File: src/rtl/npc_pkg.sv
package npc_pkg;
  localparam logic [6:0] OPC_BRANCH = 7'b1100011;
  localparam logic [6:0] OPC_JAL    = 7'b1101111;
  localparam logic [6:0] OPC_JALR   = 7'b1100111;

  // Upper two funct3 bits of a branch select the comparison; bit 0 inverts it.
  typedef enum logic [1:0] {
    CMP_EQ  = 2'b00,
    CMP_BAD = 2'b01,
    CMP_LTS = 2'b10,
    CMP_LTU = 2'b11
  } cmp_sel_e;

  typedef enum logic [1:0] {
    FLOW_SEQ,
    FLOW_BRANCH,
    FLOW_JAL,
    FLOW_JALR
  } flow_e;
endpackage

File: src/rtl/npc_decode.sv
module npc_decode
  import npc_pkg::*;
(
  input  logic [6:0] opcode_i,
  input  logic [2:0] funct3_i,
  output flow_e      flow_o,
  output cmp_sel_e   sel_o,
  output logic       invert_o,
  output logic       illegal_o
);
  always_comb begin
    flow_o    = FLOW_SEQ;
    sel_o     = cmp_sel_e'(funct3_i[2:1]);
    invert_o  = funct3_i[0];
    illegal_o = 1'b0;
    unique case (opcode_i)
      OPC_BRANCH: begin
        if (funct3_i[2:1] == CMP_BAD) illegal_o = 1'b1;
        else                          flow_o    = FLOW_BRANCH;
      end
      OPC_JAL:  flow_o = FLOW_JAL;
      OPC_JALR: begin
        if (funct3_i == 3'b000) flow_o    = FLOW_JALR;
        else                    illegal_o = 1'b1;
      end
      default: flow_o = FLOW_SEQ;
    endcase
  end
endmodule

File: src/rtl/npc_cmp.sv
module npc_cmp #(
  parameter int XLEN    = 32,
  parameter bit USE_SUB = 1'b1
) (
  input  logic [XLEN-1:0] a_i,
  input  logic [XLEN-1:0] b_i,
  output logic            eq_o,
  output logic            lt_s_o,
  output logic            lt_u_o
);
  localparam int MSB = XLEN - 1;

  assign eq_o = (a_i == b_i);

  generate
    if (USE_SUB) begin : g_sub
      logic [XLEN:0] diff;
      assign diff   = {1'b0, a_i} - {1'b0, b_i};
      assign lt_u_o = diff[XLEN];
    end else begin : g_rel
      assign lt_u_o = (a_i < b_i);
    end
  endgenerate

  // Differing signs: the negative one is smaller; equal signs: magnitude order.
  assign lt_s_o = (a_i[MSB] != b_i[MSB]) ? a_i[MSB] : lt_u_o;
endmodule

File: src/rtl/npc_target.sv
module npc_target #(
  parameter int XLEN       = 32,
  parameter int INSN_BYTES = 4
) (
  input  logic [XLEN-1:0] pc_i,
  input  logic [XLEN-1:0] rs1_i,
  input  logic [XLEN-1:0] imm_i,
  output logic [XLEN-1:0] seq_o,
  output logic [XLEN-1:0] rel_o,
  output logic [XLEN-1:0] ind_o
);
  localparam logic [XLEN-1:0] STEP = XLEN'(INSN_BYTES);

  logic [XLEN-1:0] ind_sum;

  assign seq_o   = pc_i + STEP;
  assign rel_o   = pc_i + {imm_i[XLEN-2:0], 1'b0};
  assign ind_sum = rs1_i + imm_i;
  assign ind_o   = {ind_sum[XLEN-1:1], 1'b0};
endmodule

File: src/rtl/npc_unit.sv
module npc_unit
  import npc_pkg::*;
#(
  parameter int XLEN    = 32,
  parameter bit USE_SUB = 1'b1
) (
  input  logic [XLEN-1:0] pc_i,
  input  logic [6:0]      opcode_i,
  input  logic [2:0]      funct3_i,
  input  logic [XLEN-1:0] rs1_i,
  input  logic [XLEN-1:0] rs2_i,
  input  logic [XLEN-1:0] imm_i,
  output logic [XLEN-1:0] npc_o,
  output logic [XLEN-1:0] link_o,
  output logic            link_we_o,
  output logic            taken_o,
  output logic            illegal_o
);
  flow_e           flow;
  cmp_sel_e        sel;
  logic            invert;
  logic            eq, lt_s, lt_u;
  logic            cond, hit;
  logic [XLEN-1:0] seq_tgt, rel_tgt, ind_tgt;

  npc_decode u_decode (
    .opcode_i  (opcode_i),
    .funct3_i  (funct3_i),
    .flow_o    (flow),
    .sel_o     (sel),
    .invert_o  (invert),
    .illegal_o (illegal_o)
  );

  npc_cmp #(.XLEN(XLEN), .USE_SUB(USE_SUB)) u_cmp (
    .a_i    (rs1_i),
    .b_i    (rs2_i),
    .eq_o   (eq),
    .lt_s_o (lt_s),
    .lt_u_o (lt_u)
  );

  npc_target #(.XLEN(XLEN)) u_target (
    .pc_i  (pc_i),
    .rs1_i (rs1_i),
    .imm_i (imm_i),
    .seq_o (seq_tgt),
    .rel_o (rel_tgt),
    .ind_o (ind_tgt)
  );

  always_comb begin
    unique case (sel)
      CMP_EQ:  cond = eq;
      CMP_LTS: cond = lt_s;
      CMP_LTU: cond = lt_u;
      default: cond = 1'b0;
    endcase
    hit = cond ^ invert;
  end

  assign link_o = seq_tgt;

  always_comb begin
    npc_o     = seq_tgt;
    taken_o   = 1'b0;
    link_we_o = 1'b0;
    unique case (flow)
      FLOW_BRANCH: begin
        taken_o = hit;
        if (hit) npc_o = rel_tgt;
      end
      FLOW_JAL: begin
        taken_o   = 1'b1;
        link_we_o = 1'b1;
        npc_o     = rel_tgt;
      end
      FLOW_JALR: begin
        taken_o   = 1'b1;
        link_we_o = 1'b1;
        npc_o     = ind_tgt;
      end
      default: npc_o = seq_tgt;
    endcase
  end

  always_comb begin

    link_we_chk: assert (!link_we_o || taken_o)
      else $error("link write without redirect");

    illegal_quiet_chk: assert (!illegal_o || (!taken_o && !link_we_o))
      else $error("illegal code redirected or linked");

    fall_through_chk: assert (taken_o || (npc_o == link_o))
      else $error("not taken but next PC differs from PC+4");

    jalr_lsb_chk: assert ((flow != FLOW_JALR) || !npc_o[0])
      else $error("indirect target has bit 0 set");

    branch_even_chk: assert (!(flow == FLOW_BRANCH && taken_o && !pc_i[0]) || !npc_o[0])
      else $error("branch target lost halfword alignment");
  end
endmodule

File: config.mk
export PLATFORM = sky130hd
export DESIGN_NAME = npc_unit
export DESIGN_NICKNAME = d
export VERILOG_FILES = /design/src/rtl/npc_pkg.sv /design/src/rtl/npc_decode.sv /design/src/rtl/npc_cmp.sv /design/src/rtl/npc_target.sv /design/src/rtl/npc_unit.sv
export SDC_FILE = /design/constraint.sdc
export NUM_CORES = 1
export LEC_CHECK = 0
export BUFFER_PORTS_ARGS = -buffer_cell sky130_fd_sc_hd__buf_2
export CAP_MARGIN = 15
export CORE_MARGIN = 1
export CORE_UTILIZATION = 45
export DETAILED_ROUTE_END_ITERATION = 16
export PLACE_DENSITY = 0.72
export SLEW_MARGIN = 20
export SYNTH_ARGS = -nofsm -noshare
export SYNTH_HDL_FRONTEND = slang
export SYNTH_SLANG_ARGS = --single-unit
File: constraint.sdc
create_clock -name vclk -period 5.9
set_input_delay 0.885 -clock vclk [all_inputs]
set_output_delay 0.885 -clock vclk [all_outputs]
set_load 0.1 [all_outputs]
Word level (Yosys, flattened, before mapping)
Index checks and enable logic that the tools add are counted.
- equal/unequal tests: 11
- add/sub/neg operators: 4
- reductions and logical operators: 3
- bitwise gates (word level): 1
- mux-type cells: 12
- operator list (kind ; number):
    one-hot mux 32 bit (3 select lines) ; 1
    adder 32 bit ; 2
    subtractor 32 x 32 -> 33 bit ; 1
    adder 32 x 3 -> 32 bit (second input constant) ; 1
    == test 32 bit ; 1
    two-way mux 32 bit ; 1
    == test 7 bit (second input constant) ; 3
    == test 2 bit (second input constant) ; 4
    one-hot mux 2 bit (3 select lines) ; 1
    two-way mux 1 bit ; 5
    == test 2 x 1 -> 1 bit (second input constant) ; 2
    one-hot mux 1 bit (2 select lines) ; 2
    zero test 3 bit ; 1
    one-hot mux 1 bit (3 select lines) ; 1
    zero test 2 bit ; 1
    two-way mux 2 bit ; 1
    OR reduction 2 bit ; 1
    inequality test 1 bit ; 1
    bitwise XOR 1 bit ; 1
- output and inout port bits: 67
- register bits: 0
- logic and storage cells: 31

Longest topological paths before layout
- depth after elaboration: 6
- gate-level depth with buffers: 14
- depth with buffers taken out: 13

By module
A second synthesis with hierarchy kept.
- cells, all modules: 908
- area, all modules: 6321.1 um^2
- modules (own cells, without submodules) (module ; area an instance (um^2) ; seq. area each (um^2) ; cells each ; times used):
    npc_target ; 3915.0 ; 0.0 ; 572 ; 1
    npc_unit ; 1463.9 ; 0.0 ; 202 ; 1
    npc_cmp ; 843.3 ; 0.0 ; 120 ; 1
    npc_decode ; 98.8 ; 0.0 ; 14 ; 1

Worst setup path after synthesis
Ideal clock, no wire load.
- path type: in2out
- from: input rs2_i[31]
- to: output npc_o[1]
- buffers on the path: 1
- required time: 5015 ps
- setup slack: -326 ps
- stages: 13
- arrival time: 5341 ps
- path through: inv_1 > ha_1 > nand3_1 > nor4_1 > nand4_1 > nor3_1 > or4b_1 > and4b_1 > buf_6 > nand2_8 > nor2_4 > inv_2 > o21ai_0
- word-level cells in the longest chain between the ends: 6
- elaborated cells on any way between the ends: 8
- ends and longest elaborated chain (what ; line ; RTL):
    start, declared ; npc_unit.sv:11 ; input logic [XLEN-1:0] rs2_i,
    subtractor 32 x 32 -> 33 bit / inequality test 1 bit (equally long branches) ; npc_cmp.sv:18, npc_cmp.sv:26 ;
    two-way mux 1 bit ; npc_cmp.sv:26 ; assign lt_s_o = (a_i[MSB] != b_i[MSB]) ? a_i[MSB] : lt_u_o;
    one-hot mux 1 bit (3 select lines) (*) ; npc_unit.sv:53 ; unique case (sel)
    bitwise XOR 1 bit (*) ; npc_unit.sv:59 ; hit = cond ^ invert;
    two-way mux 32 bit (*) ; npc_unit.sv:71 ; if (hit) npc_o = rel_tgt;
    one-hot mux 32 bit (3 select lines) (*) ; npc_unit.sv:68 ; unique case (flow)
    end, declared ; npc_unit.sv:13 ; output logic [XLEN-1:0] npc_o,
Every way passes the cells marked *; elsewhere a longest branch is shown, timed or not.

Worst setup path in the final report
- from: input rs1_i[31]
- to: output npc_o[31]
- word-level cells in the longest chain between the ends: 6
- elaborated cells on any way between the ends: 9
- ends and longest elaborated chain (what ; line ; RTL):
    start, declared ; npc_unit.sv:10 ; input logic [XLEN-1:0] rs1_i,
    subtractor 32 x 32 -> 33 bit / inequality test 1 bit (equally long branches) ; npc_cmp.sv:18, npc_cmp.sv:26 ;
    two-way mux 1 bit ; npc_cmp.sv:26 ;
    one-hot mux 1 bit (3 select lines) ; npc_unit.sv:53 ;
    bitwise XOR 1 bit ; npc_unit.sv:59 ;
    two-way mux 32 bit ; npc_unit.sv:71 ;
    one-hot mux 32 bit (3 select lines) (*) ; npc_unit.sv:68 ;
Marks and branches as above.

==> results.json <==
{
  "via_count": 6150,
  "yosys-top-cells-area": "ha_1 (23%), xnor2_1 (9.3%), a21oi_1 (7.2%)",
  "hpwlAfterDp_um": 14920,
  "maxSlewHeadroom_pct": 46.84,
  "worst_slack_ps": 453.5,
  "setup_violations": 0,
  "hold_viol_final": 0,
  "arrival_ps": 4560,
  "antenna_left": 0,
  "initial_utilization_pct": 46.08,
  "ir_drop_v": 0.00006930,
  "fillCellCount": 1067,
  "drt_iter0_markers": 491,
  "grt_max_degree": 28,
  "start_kind": "input port",
  "die_x_um": 107.4,
  "vias_per_cell": 5.896,
  "antennaDiodeCount": 0,
  "drive_gt1_share_pct": 24.70,
  "synth.top_cell.area_share_pct": 23.30,
  "grt_pass1_vias": 5748,
  "seq_cells": 0,
  "crit_required_ps": 5020,
  "die_area_um2": 11530,
  "period_share_pct": 92.31,
  "wl_per_cell_um": 16.64,
  "post-cts-setup-buffers": 0,
  "grtUsageTotal_pct": 29.19,
  "pin_count": 205,
  "port_buffers": 205,
  "synth_nets": 941,
  "max_clock_freq_ghz": 0.1836,
  "gp_congestion": 0.9614,
  "leakage_nw": 3.268,
  "multiInputGateArea_um2": 4721,
  "hold_slack_ps": 2153,
  "yosysUniqueCellTypes": 69,
  "min_period_ps": 5446,
  "syn_inst": 708,
  "status": "completed",
  "syn_area_per_cell_um2": 7.055,
  "drc_errors": 0,
  "nets": 1138,
  "cts_resized": 0,
  "path_max_fanout": 27,
  "seqCellArea_um2": 0,
  "setup_tns_ps": 0,
  "synthesis.area_um2": 4995,
  "placedCellCount": 1043,
  "rows": 38,
  "drt_wl_total_um": 17360,
  "core-area_um2": 10840,
  "hold_buffers": 0,
  "overflow": 0,
  "endpoint_kind": "output pin",
  "pwr_density_cell_nw_per_um2": 120.2,
  "cap_violations": 0,
  "yosysWarnings": 0,
  "min_path_type": "in -> out",
  "tightest_slew_ps": 787.4,
  "die_y_um": 107.4,
  "rsz0062_at_grt": "no",
  "drt_pass1_iterations": 5,
  "antenna_found_initial": 0,
  "final_cells": 1043,
  "syn_to_final_growth_pct": 29.38,
  "slew_violations": 0,
  "crit_type": "in -> out",
  "clockBufferCount": 0,
  "ys_seq_area_share_pct": 0,
  "grt_pass1_wl_um": 27320,
  "dpl_worst_slack_ps": 491.4,
  "yosysTopAreaCell": "ha_1"
}
layer usage:
layer	track usage [%]	vias to the layer above	part of all wire, %
met5	0	-	0
met3	1.211	27	6.9
met1	39.41	2782	44
met2	51.80	273	47
li1	-	3068	-
met4	4.892	0	1.6
cells by family after synthesis:
| kind of cell | count (synthesis) | synth area share [%] |
|---|---|---|
| muxes | 5 | 1.002 |
| AOI/OAI and AO/OA | 235 | 31.31 |
| and+or+nand+nor | 223 | 23.42 |
| buffers and inverters | 68 | 5.786 |
| adders and majority gates | 95 | 24.10 |
| xor gates and xnor gates | 82 | 14.38 |
cell usage after synthesis, types with 11 or more instances:
| cell | n |
|---|---|
| nand2_1 | 41 |
| xor2_1 | 29 |
| xnor2_1 | 53 |
| and3_1 | 12 |
| nor3_1 | 11 |
| o21bai_1 | 12 |
| o21ai_0 | 46 |
| a221o_1 | 24 |
| nor2_1 | 57 |
| a21oi_1 | 72 |
| a21o_1 | 24 |
| ha_1 | 93 |
| nand4_1 | 19 |
| inv_1 | 51 |
| nand3_1 | 32 |
power breakdown:
| group | leakage, nW | internal, mW | total, mW | switching, mW |
|---|---|---|---|---|
| logic | 3.27 | 0.271 | 0.776 | 0.506 |
| clock network | 0 | 0 | 0 | 0 |
| registers | 0 | 0 | 0 | 0 |
metrics by stage:
stage                     utilization [%]  power [mW]  cell area, µm²
after CTS                           59.61      0.7696            6462
after global routing                59.61      0.8334            6462
after detailed placement            59.61      0.7657            6462
after floorplan                         -      0.5569            4995
final                               59.61      0.7765            6462
after global placement              59.61      0.7644            6462
placed cells by master, fill, tap and decap left out, types with 4 or more instances in the layout:
cell type / Yosys / routed
a211oi_1: 10 / 10
and2_1: 5 / 5
xor2_1: 29 / 29
nand2_1: 41 / 41
nor2_1: 57 / 57
a221o_1: 24 / 24
inv_1: 51 / 51
nand4_1: 19 / 19
or3_1: 7 / 7
mux2i_1: 5 / 5
buf_12: 0 / 20
o21ai_0: 46 / 45
o21bai_1: 12 / 12
nor2b_1: 6 / 6
xnor2_1: 53 / 53
a21o_1: 24 / 24
buf_2: 3 / 185
nand2b_1: 8 / 8
a21oi_1: 72 / 72
ha_1: 93 / 93
and4_1: 4 / 4
a31oi_1: 4 / 4
and3_1: 12 / 12
nand3_1: 32 / 32
nor3_1: 11 / 11
a22oi_1: 4 / 4
buf_4: 2 / 6
path summary, 6_finish.rpt:
| path | startpoint | end | cells past startpoint |
|---|---|---|---|
| max | rs1_i[31] | npc_o[31] | 13 |
| min | pc_i[0] | link_o[0] | 2 |
worst max-delay path: stages:
cell and delay, ps:
buf_2 120, ha_1 340, nand3_1 140, nor4_1 510, nand4_1 270, nor3_1 350
or4b_1 160, and4b_1 450, nand2_8 220, nor2_4 320, buf_4 250, a21o_1 130
buf_2 410
area by class of cell:
type                       count  area share [%]
inverter                      52           3.020
timing repair buffer         211           21.22
tap                          140           2.711
multi-input combinational    640           73.05
Power figures use the tool's default switching activity.
